**src/rtl/bp_pkg.sv**
```systemverilog
package bp_pkg;
    typedef enum logic {
        ST_IDLE = 1'b0,
        ST_SEND = 1'b1
    } bp_state_e;

    // Mask that keeps the top `used` bits of a `width`-bit slot
    function automatic logic [63:0] top_bits_mask(input int width, input int used);
        logic [63:0] m;
        m = '0;
        for (int b = 0; b < 64; b++) begin
            if (b < width && b >= width - used) m[b] = 1'b1;
        end
        return m;
    endfunction
endpackage

```
**src/rtl/bp_lane_store.sv**
```systemverilog
module bp_lane_store #(
    parameter int NUM_PAIRS = 7,
    parameter int SLOT_W    = 32,
    parameter int PCM_BITS  = 24,
    localparam int WORD_W   = 2 * SLOT_W
) (
    input  logic                          clk,
    input  logic                          rst_n,
    input  logic                          load,
    input  logic [NUM_PAIRS*SLOT_W-1:0]   left_in,
    input  logic [NUM_PAIRS*SLOT_W-1:0]   right_in,
    input  logic [NUM_PAIRS-1:0]          en_in,
    input  logic [NUM_PAIRS-1:0]          dsd_in,
    output logic [NUM_PAIRS*WORD_W-1:0]   words
);
    import bp_pkg::*;

    localparam logic [63:0] MASK_FULL = top_bits_mask(SLOT_W, PCM_BITS);
    localparam logic [SLOT_W-1:0] PCM_MASK = MASK_FULL[SLOT_W-1:0];

    for (genvar p = 0; p < NUM_PAIRS; p++) begin : g_lane
        logic [SLOT_W-1:0] keep;
        assign keep = dsd_in[p] ? '1 : PCM_MASK;

        always_ff @(posedge clk) begin
            if (!rst_n) begin
                words[p*WORD_W +: WORD_W] <= '0;
            end else if (load) begin
                if (en_in[p]) begin
                    words[p*WORD_W +: WORD_W] <= {left_in[p*SLOT_W +: SLOT_W] & keep,
                                                  right_in[p*SLOT_W +: SLOT_W] & keep};
                end else begin
                    words[p*WORD_W +: WORD_W] <= '0;
                end
            end
        end
    end
endmodule

```
**src/rtl/bp_byte_counter.sv**
```systemverilog
module bp_byte_counter #(
    parameter int FRAME_BYTES = 64,
    localparam int IDX_W      = $clog2(FRAME_BYTES)
) (
    input  logic             clk,
    input  logic             rst_n,
    input  logic             clear,
    input  logic             step,
    output logic [IDX_W-1:0] idx,
    output logic             last
);
    assign last = (idx == IDX_W'(FRAME_BYTES - 1));

    always_ff @(posedge clk) begin
        if (!rst_n || clear) begin
            idx <= '0;
        end else if (step) begin
            idx <= last ? '0 : idx + 1'b1;
        end
    end


    idx_step_chk: assert property (@(posedge clk) disable iff (!rst_n)
        (step && !last && !clear) |=> idx == IDX_W'($past(idx) + 1'b1));


    idx_hold_chk: assert property (@(posedge clk) disable iff (!rst_n)
        (!step && !clear) |=> $stable(idx));
endmodule

```
**src/rtl/bp_plane_mux.sv**
```systemverilog
module bp_plane_mux #(
    parameter int NUM_PAIRS = 7,
    parameter int SLOT_W    = 32,
    localparam int WORD_W   = 2 * SLOT_W,
    localparam int IDX_W    = $clog2(WORD_W)
) (
    input  logic [IDX_W-1:0]              idx,
    input  logic [NUM_PAIRS*WORD_W-1:0]   words,
    output logic [NUM_PAIRS:0]            plane
);
    logic [IDX_W-1:0] sel;
    assign sel = IDX_W'(WORD_W - 1) - idx;

    // Word select leads the data by one bit period
    assign plane[0] = (idx >= IDX_W'(SLOT_W - 1)) && (idx != IDX_W'(WORD_W - 1));

    for (genvar p = 0; p < NUM_PAIRS; p++) begin : g_bit
        logic [WORD_W-1:0] w;
        assign w          = words[p*WORD_W +: WORD_W];
        assign plane[p+1] = w[sel];
    end
endmodule

```
**src/rtl/bitplane_packer.sv**
```systemverilog
module bitplane_packer #(
    parameter int NUM_PAIRS = 7,
    parameter int SLOT_W    = 32,
    parameter int PCM_BITS  = 24,
    localparam int WORD_W   = 2 * SLOT_W,
    localparam int IDX_W    = $clog2(WORD_W)
) (
    input  logic                          clk,
    input  logic                          rst_n,
    input  logic                          in_valid,
    output logic                          in_ready,
    input  logic [NUM_PAIRS*SLOT_W-1:0]   in_left,
    input  logic [NUM_PAIRS*SLOT_W-1:0]   in_right,
    input  logic [NUM_PAIRS-1:0]          lane_en,
    input  logic [NUM_PAIRS-1:0]          lane_dsd,
    output logic                          out_valid,
    input  logic                          out_ready,
    output logic [NUM_PAIRS:0]            out_byte
);
    import bp_pkg::*;

    bp_state_e state, state_nx;
    logic load, step, last;
    logic [IDX_W-1:0] idx;
    logic [NUM_PAIRS*WORD_W-1:0] words;

    always_ff @(posedge clk) begin
        if (!rst_n) state <= ST_IDLE;
        else        state <= state_nx;
    end

    always_comb begin
        state_nx = state;
        unique case (state)
            ST_IDLE: if (in_valid)           state_nx = ST_SEND;  // ACCEPT
            ST_SEND: if (out_ready && last)  state_nx = ST_IDLE;  // DRAIN_DONE
            default:                         state_nx = ST_IDLE;
        endcase
    end

    always_comb begin
        in_ready  = (state == ST_IDLE);
        out_valid = (state == ST_SEND);
        load      = in_ready && in_valid;
        step      = out_valid && out_ready;
    end

    bp_lane_store #(.NUM_PAIRS(NUM_PAIRS), .SLOT_W(SLOT_W), .PCM_BITS(PCM_BITS)) u_store (
        .clk(clk), .rst_n(rst_n), .load(load),
        .left_in(in_left), .right_in(in_right),
        .en_in(lane_en), .dsd_in(lane_dsd), .words(words)
    );

    bp_byte_counter #(.FRAME_BYTES(WORD_W)) u_count (
        .clk(clk), .rst_n(rst_n), .clear(load), .step(step),
        .idx(idx), .last(last)
    );

    bp_plane_mux #(.NUM_PAIRS(NUM_PAIRS), .SLOT_W(SLOT_W)) u_mux (
        .idx(idx), .words(words), .plane(out_byte)
    );


    accept_send_chk: assert property (@(posedge clk) disable iff (!rst_n)
        (in_valid && in_ready) |=> (out_valid && !in_ready));


    frame_end_chk: assert property (@(posedge clk) disable iff (!rst_n)
        (out_valid && out_ready && last) |=> (in_ready && !out_valid));


    stall_hold_chk: assert property (@(posedge clk) disable iff (!rst_n)
        (out_valid && !out_ready) |=> (out_valid && $stable(out_byte)));


    ws_first_chk: assert property (@(posedge clk) disable iff (!rst_n)
        (in_valid && in_ready) |=> !out_byte[0]);
endmodule

```
**config.mk**
```make
export PLATFORM = sky130hd
export DESIGN_NAME = bitplane_packer
export DESIGN_NICKNAME = d
export VERILOG_FILES = /design/src/rtl/bp_pkg.sv /design/src/rtl/bp_lane_store.sv /design/src/rtl/bp_byte_counter.sv /design/src/rtl/bp_plane_mux.sv /design/src/rtl/bitplane_packer.sv
export SDC_FILE = /design/constraint.sdc
export NUM_CORES = 1
export LEC_CHECK = 0
export BUFFER_PORTS_ARGS = -buffer_cell sky130_fd_sc_hd__buf_2
export CORE_AREA = 2 2 215 217
export CTS_CLUSTER_SIZE = 12
export DETAILED_ROUTE_END_ITERATION = 8
export DIE_AREA = 0 0 217 219
export GPL_TIMING_DRIVEN = 0
export MAX_ROUTING_LAYER = met4
export PLACE_DENSITY = 0.73
export REMOVE_ABC_BUFFERS = 1
export SKIP_CTS_REPAIR_TIMING = 1
export SYNTH_ARGS = -nofsm -noshare
export SYNTH_HDL_FRONTEND = slang
export SYNTH_HIERARCHICAL = 1
export SYNTH_SLANG_ARGS = --single-unit
```
**constraint.sdc**
```tcl
create_clock -name clk -period 6.4 [get_ports clk]
set_input_delay 0.32 -clock clk [delete_from_list [all_inputs] [get_ports clk]]
set_output_delay 0.32 -clock clk [all_outputs]
set_load 0.1 [all_outputs]
```
# Word-level counts from Yosys, hierarchy flattened

Index checks and enable logic that the tools add are counted.
W data, S select, Z words.

Reduce and logical (&&, ||, !) cells: 6
Add/subtract/negate cells: 2
Bitwise gates (word level): 15
Mux-type cells: 32
Equal/unequal tests: 2
Magnitude comparators: 2

Operators with widths:

| kind                  | number |
|---|---|
| $and A32 B32 Y32      | 14 |
| $mux W64              | 7 |
| $mux W8               | 7 |
| $bmux W1 S6           | 7 |
| $mux W1               | 9 |
| $lt A6 B7 Y1 const B  | 1 |
| $add A6 B1 Y6 const B | 1 |
| $eq A6 B6 Y1 const B  | 1 |
| $ge A6 B5 Y1 const B  | 1 |
| $mux W6               | 1 |
| $ne A6 B6 Y1 const B  | 1 |
| $sub A6 B6 Y6 const A | 1 |
| $logic_and A1 B1 Y1   | 4 |
| $pmux W1 S2           | 1 |
| $logic_not A1 Y1      | 1 |
| $logic_or A1 B1 Y1    | 1 |
| $not A1 Y1            | 1 |

Register bits: 455
Logic and storage cells: 68

# Depth between registers and ports, before layout

Depth after elaboration: 4
Gate-level depth with buffers: 9
Depth with buffers taken out: 5

# Cells and area by module

The synthesis kept the hierarchy.

By module, submodules not included:

| module          | times used | cells each | area an instance (um^2) | seq. area each (um^2) |
|---|---|---|---|---|
| bp_lane_store   | 1          | 2,005      | 18,445.2                | 8,968.6 |
| bp_plane_mux    | 1          | 303        | 3,669.8                 | 0.0 |
| bp_byte_counter | 1          | 33         | 284.0                   | 120.1 |
| bitplane_packer | 1          | 6          | 55.1                    | 20.0 |

# Worst setup path before layout

No wires, ideal clock.

Kind: reg2out
From: register u_count.idx[0]
To: output port out_byte[0]
Setup slack: 3.318 ns
Data arrival time: 2.762 ns
Buffers on the path: 4
Required time: 6.080 ns
Stages on the path, launching flop included: 8
Cell sequence: dfxtp_1 > buf_6 > buf_6 > buf_4 > buf_4 > nand2_1 > nor2_1 > xor2_1

Longest elaborated chain between the ends: 2
Elaborated cells on any way between the ends: 3
Those cells by class: 1 x order compare; 1 x eq/ne; 1 x reduce/logical

RTL lines:

| item                                                | RTL line              | text |
|---|---|---|
| from (decl)                                         | bp_byte_counter.sv:9  | `output logic [IDX_W-1:0] idx,` |
| from (signal assigned)                              | bp_byte_counter.sv:18 | `idx <= last ? '0 : idx + 1'b1;` |
| $ge A6 B5 Y1 / $ne A6 B6 Y1 (equally long branches) | bp_plane_mux.sv:15    | `assign plane[0] = (idx >= IDX_W'(SLOT_W - 1)) && (idx != IDX_W'(WORD_W - 1));` |
| $logic_and A1 B1 Y1 (*)                             | bp_plane_mux.sv:15    |  |
| to (decl)                                           | bitplane_packer.sv:18 | `output logic [NUM_PAIRS:0] out_byte` |

Every way passes the cells marked *; elsewhere a longest branch is shown, timed or not.

# Worst setup path in the final report

From: register u_count.idx[4]
To: output port out_byte[3]

Longest elaborated chain between the ends: 3

RTL lines:

| item                          | RTL line           | text |
|---|---|---|
| $sub A6 B6 Y6                 | bp_plane_mux.sv:12 | `assign sel = IDX_W'(WORD_W - 1) - idx;` |
| $bmux W1 S6                   | bp_plane_mux.sv:20 | `assign plane[p+1] = w[sel];` |
| $mux W1 (implied by the code) | bp_plane_mux.sv:20 |  |

Every way passes these cells. The select of a mux whose other input is x is not followed.

==> qor.txt <==
Root Buffer = clkbuf_16
num rows = 78
min setup slack post-route = 2.04 ns
IO buf count = 475
VDD IR max = 211 uV
Critical Path Start = u_count/idx[4]
max cap viols = 0
vias in the first global route = 18400
most frequent cells in the layout = buf_2 (474), dfxtp_1 (452), nand2b_1 (451), a21boi_1 (430), nand3_1 (339)
CTS clk-pin slew, worst paths = 0.06 ns
outcome = finished clean
Initial Util = 0.498
cell leakage power = 9.66 nW
GRT met3 Usage = 0.0495
Power, Total = 6.67 mW
DRT Pass-1 Iters = 5
worst hold margin = 0.00482 ns
Yosys reg bits = 455
CP Max Fanout = 20
Worst Path Buf+Inv = 1
average routed wire per standard cell = 19.1 microns
Critical Path Max Stage Delay = 1.30 ns
Fin. Hold Viols = 0
pin count of the biggest net entering global routing = 191
via count = 19100
total clock sinks = 455
hold path startpoint = in_right[25]
global route overflow = 0
Cells after Synth = 2347
family with the most delay on the worst path = flip-flops
critical path arrival = 4.04 ns
PwrDens = 245 mW/mm^2
gpl congestion = 0.826
Worst-Margin Slew = 1.46 ns
initial antenna violation count = 24
die height = 219 microns
vias per cell = 5.69
sequential-to-total area share from yosys stat = 0.406
Synth cell types = 42
Tmin final = 4.36 ns
Slew HR = 0.0272
Initial DRC Count = 1434
clk_lat worst skew = 0.58 ns
final cell count without fillers = 3350
Post-route DRC = 0
Detailed Place HPWL = 41100 microns
final WL = 63900 microns
synth-to-layout area growth = 21.0%
CTS H-tree depth = 2
placed cell count = 3190
Max Transition Viols Final = 0
fin nets = 3153
Yosys warnings = 6
# fillers = 3860
layout cells sized above 1 = 0.246
top post-synthesis cells by area = dfxtp_1 (41%), a21boi_1 (14%), nand2b_1 (13%), mux4_2 (8.0%), nand3_1 (7.6%)
Setup TNS = 0 ns
Detail Route Antenna Nets = 0
Tcrit/Tclk final = 0.681
commonest non-fill, non-tap cell in the layout = buf_2
Critical R2R Launch = out_valid
data required time of the worst path = 6.08 ns
die area = 0.0475 sq mm
GR peak layer = met2
met1 Track Usage GR = 0.335
first-pass GRT wire length = 97700 microns
CTS tree = done
worst slack, placed = 2.62 ns
synthesized area = 0.0225 sq mm
Synth area leader = dfxtp_1
Fmax = 230 MHz
min-delay worst type = input port to flip-flop
syn avg cell area = 9.57 sq um
TritonCTS Buffers = 50
total global-route track usage = 0.265
Worst setup SP type = flip-flop
Synth top area share = 0.406
worst path cell trace = nand2b_1, a211oi_1, o21ai_0, and3_1, buf_2
endpoints failing setup = 0
Worst Skew = 0.0105 ns
RSZ-0062 raised after global routing = false
Slowest cell on crit path = dfxtp_1
CP endpoint kind = output port
I/O pins = 476
critical path class = flip-flop to output port
Die Wd = 217 microns
core footprint = 0.0451 sq mm
Longest Clk Path Bufs = 3
GR met2 Demand/Resource = 0.423
[synth_stat cells (all sizes together)]
cell / count
a2111oi: 7
a211oi: 21
a21boi: 448
a21oi: 3
a22o: 14
a22oi: 7
a31oi: 1
and2: 1
and2b: 1
and3: 7
buf: 103
clkbuf: 151
dfxtp: 455
ha: 1
inv: 1
mux2i: 71
mux4: 84
nand2: 5
nand2b: 451
nand3: 340
nand3b: 1
nand4: 114
nor2: 6
nor2b: 3
o211ai: 1
o21ai: 16
o221ai: 7
o22ai: 21
or2: 2
or3: 1
xor2: 3
[worst reg2reg max path, cell delays in order (launching register included)]
cell and delay (ns):
dfxtp_1 0.33, and2b_4 0.94, buf_16 0.37, buf_16 0.31, buf_16 0.35, buf_16 0.33
buf_12 0.32, nand4_1 0.14, a21boi_1 0.19
[registers in the layout, indices dropped and copies added (netlist names)]
signal and flops:
out_valid 1, u_count/idx 6, u_store/words 448
[worst paths after layout]
kind                                           end  slack (ns)  depth (start not counted)
worst min-delay path             u_store/words[25]       0.005                          3
worst max-delay path                   out_byte[3]        2.04                          5
worst min register to register  u_store/words[108]        0.46                          2
worst max register to register  u_store/words[391]        3.05                          8
[where the power goes]
part	switching, mW	internal (mW)
clock	1.18	1.78
sequential	0.0534	2.93
combinational	0.367	0.367
[cells by family after synthesis]
logic type | after synthesis | synth area share
adder cells (fa/ha/maj) | 1 | 0.000557
AO/OA/AOI/OAI | 546 | 0.183
flip-flops | 455 | 0.406
XOR/XNOR | 3 | 0.00117
buffers and inverters | 255 | 0.0533
AND/OR/NAND/NOR | 932 | 0.240
multiplexers | 155 | 0.117
[layer usage]
layer,routed length (microns),vias up,part of all wire
met5,0,-,0
met4,1900,0,0.030
met3,3840,114,0.060
met2,30400,574,0.48
met1,27700,9229,0.43
li1,-,9143,-
[stage by stage]
stage	utilization	cell area, sq um
6_report	0.603	27200
5_1_grt	0.603	27200
4_1_cts	0.591	26700
3_5_place_dp	0.554	25000
3_3_place_gp	0.541	24400
2_1_floorplan	-	21300
[layout make-up]
| cell class | instances | area, sq um | share of cell area |
|---|---|---|---|
| multi-input cells | 1637 | 12200 | 0.448 |
| flip-flops and latches | 455 | 9120 | 0.336 |
| repair buffers | 541 | 3390 | 0.125 |
| clock buffers | 77 | 1510 | 0.0554 |
| well taps | 600 | 751 | 0.0276 |
| clock inverters | 13 | 174 | 0.00640 |
| diodes | 26 | 65.1 | 0.00239 |
| inverters | 1 | 3.75 | 0.000138 |
(Power assumes the default switching activity.)
